$ cat src/rtl/otg_pw_pkg.sv
package otg_pw_pkg;
    typedef enum logic [1:0] {
        PS_ACTIVE = 2'd0,
        PS_ENTER  = 2'd1,
        PS_SLEEP  = 2'd2,
        PS_WAKE   = 2'd3
    } ps_state_e;

    localparam int LN_ID  = 0;
    localparam int LN_BSV = 1;
    localparam int LN_SRP = 2;
    localparam int N_LINES = 3;
endpackage

$ cat src/rtl/otg_line_sync.sv
module otg_line_sync #(
    parameter int STAGES    = 2,
    parameter bit RISE_ONLY = 1'b0
) (
    input  logic clk,
    input  logic rst_n,
    input  logic line_in,
    output logic evt
);
    typedef struct packed {
        logic [STAGES-1:0] chain;
        logic              hist;
    } sync_t;

    sync_t r_d, r_q;
    logic  lvl;

    assign lvl = r_q.chain[STAGES-1];

    always_comb begin
        r_d       = r_q;
        r_d.chain = {r_q.chain[STAGES-2:0], line_in};
        r_d.hist  = lvl;
    end

    always_ff @(posedge clk or negedge rst_n) begin
        if (!rst_n) r_q <= '0;
        else        r_q <= r_d;
    end

    generate
        if (RISE_ONLY) begin : g_rise
            assign evt = lvl & ~r_q.hist;
        end else begin : g_any
            assign evt = lvl ^ r_q.hist;
        end
    endgenerate
endmodule

$ cat src/rtl/otg_ps_fsm.sv
module otg_ps_fsm
    import otg_pw_pkg::*;
#(
    parameter int ENTER_CYC = 4,
    parameter int STAB_CYC  = 16
) (
    input  logic clk,
    input  logic rst_n,
    input  logic in_session,
    input  logic sleep_req,
    input  logic wake,
    output logic osc_en,
    output logic pll_en,
    output logic cp_suspend,
    output logic dc_suspend,
    output logic hc_suspend,
    output logic clk_valid
);
    localparam int MAXC = (ENTER_CYC > STAB_CYC) ? ENTER_CYC : STAB_CYC;
    localparam int CW   = $clog2(MAXC + 1);

    typedef struct packed {
        ps_state_e     st;
        logic [CW-1:0] cnt;
    } fsm_t;

    fsm_t f_d, f_q;

    always_comb begin
        f_d = f_q;
        unique case (f_q.st)
            PS_ACTIVE: begin
                if (sleep_req && !in_session) begin
                    f_d.st  = PS_ENTER;
                    f_d.cnt = '0;
                end
            end
            PS_ENTER: begin
                if (wake) begin
                    f_d.st = PS_ACTIVE;
                end else if (f_q.cnt == CW'(ENTER_CYC - 1)) begin
                    f_d.st = PS_SLEEP;
                end else begin
                    f_d.cnt = f_q.cnt + 1'b1;
                end
            end
            PS_SLEEP: begin
                if (wake) begin
                    f_d.st  = PS_WAKE;
                    f_d.cnt = '0;
                end
            end
            PS_WAKE: begin
                if (f_q.cnt == CW'(STAB_CYC - 1)) f_d.st = PS_ACTIVE;
                else                              f_d.cnt = f_q.cnt + 1'b1;
            end
            default: f_d.st = PS_ACTIVE;
        endcase
    end

    always_ff @(posedge clk or negedge rst_n) begin
        if (!rst_n) f_q <= '{st: PS_ACTIVE, cnt: '0};
        else        f_q <= f_d;
    end

    always_comb begin
        osc_en     = (f_q.st != PS_SLEEP);
        pll_en     = (f_q.st != PS_SLEEP);
        cp_suspend = (f_q.st == PS_SLEEP);
        dc_suspend = (f_q.st != PS_ACTIVE);
        hc_suspend = (f_q.st != PS_ACTIVE);
        clk_valid  = (f_q.st == PS_ACTIVE) || (f_q.st == PS_ENTER);
    end

    AST_SESSION_BLOCKS_ENTRY: assert property (@(posedge clk) disable iff (!rst_n)
        (f_q.st == PS_ACTIVE && in_session) |=> (f_q.st == PS_ACTIVE));
    AST_ENTRY_STAYS_CLOCKED: assert property (@(posedge clk) disable iff (!rst_n)
        (f_q.st == PS_ENTER && !wake && f_q.cnt != CW'(ENTER_CYC - 1)) |=> (f_q.st == PS_ENTER));
    AST_SLEEP_WAKES: assert property (@(posedge clk) disable iff (!rst_n)
        (f_q.st == PS_SLEEP && wake) |=> (f_q.st == PS_WAKE));
    AST_STAB_HOLD: assert property (@(posedge clk) disable iff (!rst_n)
        (f_q.st == PS_WAKE && f_q.cnt != CW'(STAB_CYC - 1)) |=> !clk_valid);
    AST_ENTRY_ABORT: assert property (@(posedge clk) disable iff (!rst_n)
        (f_q.st == PS_ENTER && wake) |=> (f_q.st == PS_ACTIVE));
endmodule

$ cat src/rtl/otg_irq_cascade.sv
module otg_irq_cascade #(
    parameter int N_EVT = 9
) (
    input  logic             clk,
    input  logic             rst_n,
    input  logic [N_EVT-1:0] set_vec,
    input  logic             clr_we,
    input  logic [N_EVT-1:0] clr_mask,
    input  logic [N_EVT-1:0] irq_ie,
    input  logic             otg_irq_en,
    input  logic             pin_en,
    output logic [N_EVT-1:0] otg_stat,
    output logic             otg_irq,
    output logic             int_out
);
    typedef struct packed {
        logic [N_EVT-1:0] stat;
    } irq_t;

    irq_t s_d, s_q;

    always_comb begin
        s_d = s_q;
        if (clr_we) s_d.stat = s_d.stat & ~clr_mask;
        s_d.stat = s_d.stat | set_vec;
    end

    always_ff @(posedge clk or negedge rst_n) begin
        if (!rst_n) s_q <= '0;
        else        s_q <= s_d;
    end

    assign otg_stat = s_q.stat;
    assign otg_irq  = |(s_q.stat & irq_ie);
    assign int_out  = otg_irq & otg_irq_en & pin_en;

    AST_W1C_CLEARS: assert property (@(posedge clk) disable iff (!rst_n)
        clr_we |=> ((otg_stat & $past(clr_mask & ~set_vec)) == '0));
    AST_SET_STICKS: assert property (@(posedge clk) disable iff (!rst_n)
        (set_vec != '0) |=> ((otg_stat & $past(set_vec)) == $past(set_vec)));
    AST_FLAG_DROPS: assert property (@(posedge clk) disable iff (!rst_n)
        (clr_we && ((otg_stat & ~clr_mask & irq_ie) == '0) && ((set_vec & irq_ie) == '0))
        |=> (!otg_irq || irq_ie != $past(irq_ie)));
endmodule

$ cat src/rtl/otg_pwr_wake.sv
module otg_pwr_wake
    import otg_pw_pkg::*;
#(
    parameter int SYNC_STAGES = 2,
    parameter int ENTER_CYC   = 4,
    parameter int STAB_CYC    = 16,
    parameter int N_EVT       = 9
) (
    input  logic             clk_aon,
    input  logic             rst_n,
    input  logic             in_session,
    input  logic             sleep_req,
    input  logic [2:0]       wake_en,
    input  logic             id_pin,
    input  logic             bsv_pin,
    input  logic             srp_det,
    input  logic             bus_cs,
    input  logic [N_EVT-1:0] evt_in,
    input  logic             clr_we,
    input  logic [N_EVT-1:0] clr_mask,
    input  logic [N_EVT-1:0] irq_ie,
    input  logic             otg_irq_en,
    input  logic             pin_en,
    output logic             osc_en,
    output logic             pll_en,
    output logic             cp_suspend,
    output logic             dc_suspend,
    output logic             hc_suspend,
    output logic             clk_valid,
    output logic [N_EVT-1:0] otg_stat,
    output logic             otg_irq,
    output logic             int_out
);
    logic [N_LINES-1:0] lines;
    logic [N_LINES-1:0] line_evt;
    logic [N_EVT-1:0]   set_vec;
    logic               wake;

    assign lines[LN_ID]  = id_pin;
    assign lines[LN_BSV] = bsv_pin;
    assign lines[LN_SRP] = srp_det;

    for (genvar g = 0; g < N_LINES; g++) begin : g_line
        otg_line_sync #(
            .STAGES    (SYNC_STAGES),
            .RISE_ONLY (g == LN_SRP)
        ) u_sync (
            .clk     (clk_aon),
            .rst_n   (rst_n),
            .line_in (lines[g]),
            .evt     (line_evt[g])
        );
    end

    assign wake    = bus_cs | (|(line_evt & wake_en));
    assign set_vec = evt_in | {{(N_EVT-N_LINES){1'b0}}, line_evt};

    otg_ps_fsm #(
        .ENTER_CYC (ENTER_CYC),
        .STAB_CYC  (STAB_CYC)
    ) u_fsm (
        .clk        (clk_aon),
        .rst_n      (rst_n),
        .in_session (in_session),
        .sleep_req  (sleep_req),
        .wake       (wake),
        .osc_en     (osc_en),
        .pll_en     (pll_en),
        .cp_suspend (cp_suspend),
        .dc_suspend (dc_suspend),
        .hc_suspend (hc_suspend),
        .clk_valid  (clk_valid)
    );

    otg_irq_cascade #(
        .N_EVT (N_EVT)
    ) u_irq (
        .clk        (clk_aon),
        .rst_n      (rst_n),
        .set_vec    (set_vec),
        .clr_we     (clr_we),
        .clr_mask   (clr_mask),
        .irq_ie     (irq_ie),
        .otg_irq_en (otg_irq_en),
        .pin_en     (pin_en),
        .otg_stat   (otg_stat),
        .otg_irq    (otg_irq),
        .int_out    (int_out)
    );

    AST_DISABLED_NO_WAKE: assert property (@(posedge clk_aon) disable iff (!rst_n)
        (cp_suspend && !bus_cs && ((line_evt & wake_en) == '0)) |=> cp_suspend);
    AST_CS_WAKE: assert property (@(posedge clk_aon) disable iff (!rst_n)
        (cp_suspend && bus_cs) |=> (osc_en && pll_en && !clk_valid));
endmodule

$ cat config.mk
export PLATFORM = sky130hd
export DESIGN_NAME = otg_pwr_wake
export DESIGN_NICKNAME = d
export VERILOG_FILES = /design/src/rtl/otg_pw_pkg.sv /design/src/rtl/otg_line_sync.sv /design/src/rtl/otg_ps_fsm.sv /design/src/rtl/otg_irq_cascade.sv /design/src/rtl/otg_pwr_wake.sv
export SDC_FILE = /design/constraint.sdc
export NUM_CORES = 1
export LEC_CHECK = 0
export BUFFER_PORTS_ARGS = -buffer_cell sky130_fd_sc_hd__clkbuf_2
export CORE_ASPECT_RATIO = 0.75
export CORE_UTILIZATION = 45
export DETAILED_ROUTE_END_ITERATION = 6
export PLACE_DENSITY = 0.9
export SYNTH_ARGS = -nofsm -noshare
export SYNTH_HDL_FRONTEND = slang
export SYNTH_SLANG_ARGS = --single-unit
$ cat constraint.sdc
create_clock -name clk_aon -period 2.1 [get_ports clk_aon]
set_input_delay 0.42 -clock clk_aon [delete_from_list [all_inputs] [get_ports clk_aon]]
set_output_delay 0.42 -clock clk_aon [all_outputs]
set_load 0.005 [all_outputs]
After elaboration in Yosys (flattened, before gate mapping)
Cells that the tools add are included.
{"block": "totals", "regBits": 25, "in_bits": 41, "word_cells": 55, "output_inout_bits": 17}
{"block": "classes", "add_sub_neg": 1, "bitwise_logic": 13, "n_reduce_logical": 9, "eq_ne": 13, "muxes": 10}
{"operator": "7-bit case mux with 4 select lines", "count": 1}
{"operator": "9-bit bitwise AND", "count": 2}
{"operator": "5-bit 2-to-1 mux", "count": 3}
{"operator": "7-bit 2-to-1 mux", "count": 2}
{"operator": "9-bit 2-to-1 mux", "count": 1}
{"operator": "9-bit NOT", "count": 1}
{"operator": "9-bit by 3-bit bitwise OR with 9-bit output", "count": 1}
{"operator": "9-bit bitwise OR", "count": 1}
{"operator": "9-bit OR reduction", "count": 1}
{"operator": "2-bit inequality test (second input constant)", "count": 4}
{"operator": "2-bit 2-to-1 mux", "count": 3}
{"operator": "2-bit by 1-bit inequality test with 1-bit output (second input constant)", "count": 3}
{"operator": "5-bit by 1-bit adder with 5-bit output (second input constant)", "count": 1}
{"operator": "5-bit by 2-bit == test with 1-bit output (second input constant)", "count": 1}
{"operator": "5-bit by 4-bit == test with 1-bit output (second input constant)", "count": 1}
{"operator": "5-bit AND reduction", "count": 1}
{"operator": "2-bit == test (second input constant)", "count": 2}
{"operator": "4-bit AND reduction", "count": 1}
{"operator": "1-bit bitwise AND", "count": 3}
{"operator": "3-bit bitwise AND", "count": 1}
{"operator": "3-bit by 1-bit inequality test with 1-bit output (second input constant)", "count": 1}
{"operator": "3-bit OR reduction", "count": 1}
{"operator": "2-bit by 1-bit == test with 1-bit output (second input constant)", "count": 1}
{"operator": "2-bit zero test", "count": 1}
{"operator": "other kinds (7)", "count": 8}

Logic depth before layout (Yosys ltp)
Gate-level depths: netlist of run 1.
{"block": "depth", "depth_word": 7, "depth_mapped": 7, "mapped_depth_nobuf": 7}

By module
Synthesis of run 1 repeated with hierarchy kept, for this count alone.
{"block": "unflattened", "cells_unflattened": 106, "area_unflattened_um2": 1173.6}
{"mod": "otg_ps_fsm", "cells_per_inst": 54, "seq_area_each_um2": 175.2, "n_inst": 1, "area_each_um2": 506.7}
{"mod": "otg_irq_cascade", "cells_per_inst": 34, "seq_area_each_um2": 225.2, "n_inst": 1, "area_each_um2": 375.4}
{"mod": "otg_line_sync at g_line[0].u_sync ...", "cells_per_inst": 4, "seq_area_each_um2": 75.1, "n_inst": 2, "area_each_um2": 83.8}
{"mod": "otg_line_sync at g_line[2].u_sync", "cells_per_inst": 4, "seq_area_each_um2": 75.1, "n_inst": 1, "area_each_um2": 88.8}
{"mod": "otg_pwr_wake", "cells_per_inst": 6, "seq_area_each_um2": 0.0, "n_inst": 1, "area_each_um2": 35.0}

Worst setup path after synthesis of run 1
Ideal clock, no wire load.
{"block": "synth_path", "path_type": "reg2reg", "start": "register u_fsm.f_q[0] (netlist bit)", "end": "register u_fsm.f_q[4] (netlist bit)", "n_path_buf": 0, "setup_time_ns": 0.140, "synth_period_minus_slack_ns": 1.742, "arrival_ns": 1.603, "t_required_ns": 1.960, "slack_ns": 0.358, "path_stages_with_launch": 7, "cell_sequence": "dfrtp_1 > ha_1 > nor4b_4 > a2111oi_4 > nand2_2 > a32oi_2 > o221ai_1"}
{"block": "synth_between", "elab_chain_cells": 4, "elab_cells_between_ends": 10, "classes_between": "1 x add/sub; 4 x eq/ne; 4 x mux; 1 x reduce/logical"}
{"item": "start, declared", "line": "otg_ps_fsm.sv:27", "source": "fsm_t f_d, f_q;"}
{"item": "start signal, assigned", "line": "otg_ps_fsm.sv:62", "source": "if (!rst_n) f_q <= '{st: PS_ACTIVE, cnt: '0};"}
{"item": "5-bit by 1-bit adder with 5-bit output", "line": "otg_ps_fsm.sv:44, otg_ps_fsm.sv:55"}
{"item": "5-bit 2-to-1 mux", "line": "otg_ps_fsm.sv:41", "source": "end else if (f_q.cnt == CW'(ENTER_CYC - 1)) begin"}
{"item": "5-bit 2-to-1 mux", "line": "otg_ps_fsm.sv:39", "source": "if (wake) begin"}
{"item": "7-bit case mux with 4 select lines", "line": "otg_ps_fsm.sv:31", "source": "unique case (f_q.st)"}
Parallel ways exist; a longest one is shown, timed or not. The select of a mux whose other input is x is not followed.
A chain may end at the register's enable or synchronous reset.

Final worst setup path of run 1
{"block": "layout_path", "start": "register u_irq.s_q, in the netlist u_irq.otg_stat[0]", "end": "output int_out"}
{"block": "layout_between", "elab_chain_cells": 4}
{"item": "start, declared", "line": "otg_irq_cascade.sv:20", "source": "irq_t s_d, s_q;"}
{"item": "start signal, assigned", "line": "otg_irq_cascade.sv:29", "source": "if (!rst_n) s_q <= '0;"}
{"item": "start signal, assigned", "line": "otg_irq_cascade.sv:30", "source": "else s_q <= s_d;"}
{"item": "9-bit bitwise AND", "line": "otg_irq_cascade.sv:34", "source": "assign otg_irq = |(s_q.stat & irq_ie);"}
{"item": "9-bit OR reduction", "line": "otg_irq_cascade.sv:34"}
{"item": "1-bit bitwise AND (2 in a row)", "line": "otg_irq_cascade.sv:35", "source": "assign int_out = otg_irq & otg_irq_en & pin_en;"}
{"item": "end, declared", "line": "otg_pwr_wake.sv:32", "source": "output logic int_out"}
No other way between the ends.

==> results of run 1 <==
==> kinds of logic (layout without fill, tap and decap cells) <==
kind of cell             Yosys count  in the layout  share of synthesized area (%)
AO/OA/AOI/OAI                     33             33                          24.58
XOR/XNOR                           3              3                          2.206
adder cells (fa/ha/maj)            2              2                          2.101
buffers and inverters             10             69                          3.781
flip-flops                        25             25                          52.52
AND/OR/NAND/NOR                   33             33                          14.81
==> metal layers <==
layer,track usage [%],vias up
met1,24.47,478
met4,12.00,0
li1,-,511
met5,0,-
met2,37.83,31
met3,5.899,6
==> cell type report <==
type | count | area [um^2] | share of cell area [%]
flip-flops and latches | 25 | 625.6 | 40.52
multi-input cells | 71 | 526.8 | 34.12
repair buffers | 59 | 300.3 | 19.45
well taps | 34 | 42.54 | 2.755
clock buffers | 4 | 26.28 | 1.702
inverters | 6 | 22.52 | 1.459
==> sequential cells by signal, summed over array words and instances (netlist names), named ones only <==
signal	cells
g_line.u_sync.r_d	3
u_fsm.f_q	6
u_irq.otg_stat	9
g_line.u_sync.lvl	3
g_line.u_sync.r_q	3
==> placed cells by master, fill, tap and decap left out, types with 2 or more instances in the layout <==
master,instances
nand2b_1,4
buf_4,2
clkbuf_4,3
a31oi_1,3
dfrtp_1,25
clkbuf_2,57
nor2_1,4
o221ai_1,3
and3_1,3
inv_1,6
nand2_1,12
a21oi_1,2
ha_1,2
a22o_1,3
a21o_1,7
a211o_1,3
nand3_1,5
xor2_1,2
==> repair_timing <==
action | CTS | global route
setup buffers | 0 | 1
hold buffers | 0 | 0
resized for setup | 0 | 1
endpoints found under the setup margin | 0 | 1
==> power by group through the flow <==
stage / registers (W) / clock network [W] / logic (W)
after CTS: 0.000613 / 0.000221 / 0.000496
after global routing: 0.000624 / 0.000234 / 0.000557
after detailed placement: 0.000623 / 0 / 0.000492
after global placement: 0.000618 / 0 / 0.000488
final: 0.000616 / 0.000211 / 0.000499
after floorplan: 0.000611 / 0 / 0.000340
==> final timing paths <==
kind | start | to
worst max-delay path | u_irq.otg_stat[0] | int_out
worst min-delay path | rst_n | g_line[2].u_sync.lvl
worst max register to register | u_fsm.f_q[0] | u_fsm.f_q[4]
worst min register to register | g_line[2].u_sync.r_d[2] | g_line[2].u_sync.lvl
max in group asynchronous | rst_n | u_fsm.f_q[0]
min in group clk_aon | id_pin | g_line[0].u_sync.r_d[2]
==> worst max-delay path, stage by stage (launching register included) <==
cell and delay [ns]:
dfrtp_1 0.42, a22o_1 0.25, a221oi_2 0.18, nand3_1 0.12, and3_1 0.16, clkbuf_2 0.10
==> metrics by stage <==
stage	power [W]	std cells
floorplan	0.0009511	106
global placement	0.001106	194
detailed placement	0.001115	194
CTS	0.001331	198
global route	0.001416	199
finish	0.001326	199
==> impl_metrics.csv, run 1 <==
group,metric,value,unit
clock_network,clockBufferDepth,2,
logic_synthesis,synth_edf_count,0,
critical_path,r2r_slack,0.22,ns
placement,dpl_worst_slack,0.2315,ns
power,clkPwrFrac,15.9,%
logic_synthesis,syn-cell-area,1191,um^2
detailed_routing,met1_length,1116,um
sta,min_period,1.963,ns
floorplan,die_area,2859,um^2
detailed_routing,drt-initial-drc-count,34,
floorplan,die_h,46.56,um
finish,syn_to_final_growth,29.62,%
clock_network,cts_sinks,25,
detailed_routing,vias,1026,
sta,fin_crit_sh,93.46,%
finish,fillCellCount,202,
global_routing,track_usage,21.77,%
placement,place_congestion,0.9183,
power,total_leakage_power,0.7555,nW
critical_path,crit_required,1.68,ns
logic_synthesis,synth_seq_cells,25,
clock_network,clock_latency,0.32,ns
logic_synthesis,async_reset_ff_share,100.0,%
floorplan,dieWidth,61.41,um
critical_path,arrival,1.54,ns
critical_path,crit_fanout,3,
global_routing,grt_start_max_net_pins,26,
logic_synthesis,synth.area.top_cells,"dfrtp_1 (53%), a21o_1 (4.4%), nand2_1 (3.8%), a2111oi_4 (2.3%), a211o_1 (2.2%)",
sta,hold_viol_final,0,
global_routing,grt_first_pass_wirelength,4243,um
logic_synthesis,ys_seq_area_share,52.52,%
clock_network,ctsHtreeMaxLevel,1,
logic_synthesis,synthesis.nets,149,
finish,drive_above_1_share,43.03,%
worst_hold_path,min_path_type,"input port to asynchronous set/reset pin",
finish,utilization,64.27,%
global_routing,antenna_found_initial,0,
run_status,status,"finished, final reports clean",
sta,rsz0062_at_grt,"true",
placement,dp_hpwl,2130,um
sta,slew_violations,0,
detailed_routing,dr_wl_met3,124,um
power,power_frac_comb,37.6,%
floorplan,ioPinCount,58,
logic_synthesis,synth_common_cells,"dfrtp_1 (25), nand2_1 (12), a21o_1 (7)",
sta,setup_tns,0,ns
power,irDropWorstVdd,452.4,uV
finish,diodes,0,
logic_synthesis,yosysMostFrequentCell,"dfrtp_1",
power,p_sw,0.0004782,W
critical_path,critPathKind,"flop to output pin",
power,swShare,36.05,%
placement,placed_cell_area,1504,um^2
detailed_routing,drc,0,
logic_synthesis,syn_area_per_cell,11.24,um^2
logic_synthesis,synth_flop_cell,"dfrtp_1",
clock_network,cts_tree,"built",
sta,fin_ws,0.1374,ns
finish,fin_area,1544,um^2
sta,worstMarginPinSlew,0.5980,ns
logic_synthesis,yosys.area.top_type,"dfrtp_1",
power,power_density,859.0,nW/um^2
finish,fin_nets,209,
detailed_routing,top_layer,"met4",
critical_path,critPathLaunchType,"flop",
global_routing,grt_overflow,0,
global_routing,grt_pass1_vias,973,
detailed_routing,met2_length,1346,um
critical_path,worst-r2r-cell-count,6,
power,p_seq_share,46.4,%
sta,setup_viol,0,
clock_network,clkTransAtPathRegs,0.13,ns
floorplan,initial_core_util,49.58,%
detailed_routing,drt-pass1-iter-count,4,
detailed_routing,wl_per_cell,13.32,um
clock_network,root_buffer,"clkbuf_4",
floorplan,core.rowCount,15,
clock_network,cts_buffers,3,
logic_synthesis,yosys_warnings,0,
detailed_routing,wirelength,2650,um
sta,fin_hold_ws,0.07432,ns
run,maxCapViolCount,0,
logic_synthesis,yosysUniqueCellTypes,35,
power,internal_power,0.0008481,W
sta,timing.fmax,509.5,MHz
logic_synthesis,synth_top_cell_area_share,52.52,%
floorplan,core_area,2402,um^2
sta,relSlewSlack,60.13,%
placement,io_buffer_count,57,
detailed_routing,ant_nets,0,
logic_synthesis,synthCells,106,
detailed_routing,viasPerCell,5.156,
critical_path,endpoint_kind,"output pin",
sta,clock_skew,0.01413,ns
(Power assumes the default switching activity.)
==> inputs of run 2 (changes only) <==
--- a/config.mk
+++ b/config.mk
@@ -5,6 +5,7 @@
 export SDC_FILE = /design/constraint.sdc
 export NUM_CORES = 1
 export LEC_CHECK = 0
+export ABC_AREA = 1
 export BUFFER_PORTS_ARGS = -buffer_cell sky130_fd_sc_hd__clkbuf_2
 export CORE_ASPECT_RATIO = 0.75
 export CORE_UTILIZATION = 45
==> run 2 against run 1 <==
  * Setup slack gained 0.098 ns
  * Flip-flop and latch count stayed put
  * Register-to-register slack better by 0.22 ns
  * First-iteration DRC count increased by 18%
  * Routed wire length grew 3.5%
  * Sequential share of layout area up 0.26 points
  * Via count increased by 5.8%
==> impl_metrics.csv, run 2 <==
group,metric,value,unit
logic_synthesis,synthCells,126,
critical_path,critPathKind,"flop to output pin",
floorplan,initial_core_util,49.84,%
logic_synthesis,yosys_warnings,0,
finish,diodes,0,
power,irDropWorstVdd,514.2,uV
sta,timing.fmax,536.4,MHz
placement,dp_hpwl,2254,um
floorplan,core_area,2402,um^2
global_routing,track_usage,21.56,%
logic_synthesis,yosysUniqueCellTypes,26,
floorplan,die_h,46.67,um
floorplan,die_area,2873,um^2
logic_synthesis,synthesis.nets,169,
run,maxCapViolCount,0,
critical_path,crit_fanout,3,
worst_hold_path,min_path_type,"input port to asynchronous set/reset pin",
sta,clock_skew,0.007475,ns
run_status,status,"finished, final reports clean",
sta,fin_crit_sh,88.78,%
sta,setup_tns,0,ns
logic_synthesis,yosysMostFrequentCell,"nand2_1",
detailed_routing,wirelength,2742,um
logic_synthesis,synth_flop_cell,"dfrtp_1",
finish,final_common_cell,"clkbuf_2",
detailed_routing,wl_per_cell,12.58,um
sta,setup_viol,0,
critical_path,cp_slowest_stage_delay,0.42,ns
sta,worstMarginPinSlew,0.6172,ns
logic_synthesis,synth_edf_count,0,
floorplan,core.rowCount,15,
global_routing,grt_overflow,0,
floorplan,ioPinCount,58,
critical_path,crit_family,"compound AO/OA/AOI/OAI gates",
logic_synthesis,ys_seq_area_share,52.25,%
detailed_routing,viasPerCell,4.977,
detailed_routing,drt-pass1-iter-count,4,
sta,slew_violations,0,
clock_network,cts_sinks,25,
critical_path,path_cells,"nand2_1 -> nand2_1 -> a221oi_1 -> a31oi_1 -> clkbuf_2",
sta,hold_viol_final,0,
clock_network,cts_setup_buffers,0,
clock_network,clockBufferDepth,2,
critical_path,critPathLaunchType,"flop",
placement,io_buffer_count,57,
global_routing,grt_start_max_net_pins,26,
clock_network,clkTransAtPathRegs,0.13,ns
logic_synthesis,yosys.area.top_type,"dfrtp_1",
finish,mostFrequentLayoutCells,"clkbuf_2 (57), nand2_1 (33), dfrtp_1 (25)",
floorplan,dieWidth,61.57,um
logic_synthesis,synth_common_cells,"nand2_1 (33), dfrtp_1 (25), inv_1 (17)",
detailed_routing,drt-initial-drc-count,40,
sta,fin_hold_ws,0.08076,ns
detailed_routing,drc,0,
global_routing,antenna_found_initial,0,
finish,drive_above_1_share,39.13,%
critical_path,endpoint_kind,"output pin",
finish,fin_nets,228,
clock_network,cts_buffers,3,
power,power_density,814.9,nW/um^2
power,total_leakage_power,0.8563,nW
critical_path,path_common_cell,"nand2_1",
finish,utilization,63.85,%
sta,min_period,1.864,ns
logic_synthesis,synth_seq_cells,25,
clock_network,cts_tree,"built",
critical_path,worst-path-buf-inv,1,
global_routing,grt_first_pass_wirelength,4264,um
logic_synthesis,syn-cell-area,1197,um^2
finish,syn_to_final_growth,28.11,%
detailed_routing,vias,1085,
placement,place_congestion,0.8295,
sta,relSlewSlack,58.85,%
critical_path,crit_required,1.68,ns
critical_path,arrival,1.44,ns
logic_synthesis,synth.area.top_cells,"dfrtp_1 (52%), nand2_1 (10%), inv_1 (5.3%), a21o_1 (3.8%), nand3_2 (3.3%)",
clock_network,clock_latency,0.32,ns
detailed_routing,ant_nets,0,
finish,largest_reg_flops,9,
critical_path,slowest_stage,"dfrtp_1",
logic_synthesis,syn_area_per_cell,9.503,um^2
clock_network,cts_hold_buf,0,
logic_synthesis,async_reset_ff_share,100.0,%
logic_synthesis,synth_top_cell_area_share,52.25,%
clock_network,root_buffer,"clkbuf_4",
clock_network,cts_resized,0,
global_routing,grt_pass1_vias,1016,
sta,rsz0062_at_grt,"false",
clock_network,ctsHtreeMaxLevel,1,
## run 2: cell count changes in the layout (fill, tap and decap cells not counted), sizes merged, moves of 4 or more
| cell | change |
|---|---|
| nand2b | -4 |
| inv | +13 |
| o21bai | +6 |
| nor2 | +5 |
| nand2 | +22 |
## run 2: metal layers
layer / vias to the layer above / global-route usage [%] / share of wire, %
li1: 529 / - / -
met2: 37 / 40.00 / 51
met1: 515 / 24.10 / 42
met5: - / 0 / 0
met3: 4 / 5.899 / 5.9
met4: 0 / 6.667 / 0.98
## run 2: cell type report
cell class	count	area [um^2]
Clock buffer	3	22.52
Clock inverter	1	5.005
Fill cell	202	868.3
Inverter	19	71.32
Multi-Input combinational cell	79	481.7
Sequential cell	25	625.6
Tap cell	34	42.54
Timing Repair Buffer	57	285.3
## run 2: power by group
part / leakage (nW) / internal, W / switching (W)
Clock: 0.0177 / 0.0000715 / 0.000143
Sequential: 0.286 / 0.000538 / 0.0000569
Combinational: 0.553 / 0.000187 / 0.000254
## run 2: final timing paths
kind / from / slack (ns) / depth (start not counted) / to
setup / recovery: u_irq.otg_stat[7] / 0.24 / 5 / int_out
hold / removal: rst_n / 0.08 / 1 / u_irq.otg_stat[8]
setup reg to reg: u_fsm.f_q[0] / 0.44 / 9 / u_fsm.f_q[0]
hold reg to reg: g_line[2].u_sync.r_d[2] / 0.36 / 0 / g_line[2].u_sync.lvl
max in group asynchronous: rst_n / 1.62 / 1 / u_irq.otg_stat[7]
min in group clk_aon: srp_det / 0.19 / 1 / g_line[2].u_sync.r_d[2]
## run 2: metrics by stage
stage	instance area [um^2]	total power, W	instances	worst slack [ns]
final	1534	0.001250	218	0.2356
after global routing	1534	0.001347	218	0.09947
after CTS	1534	0.001256	218	0.2233
after detailed placement	1506	0.001042	214	0.4903
after global placement	1506	0.001016	214	0.5198
after floorplan	1197	0.0008925	126	0.6827
## run 2: cells by family after synthesis
group | synth area share [%]
flops | 52.25
buf+inv | 7.523
compound gates | 15.05
simple gates | 22.36
fa+ha+maj | 2.090
xor+xnor | 0.7316
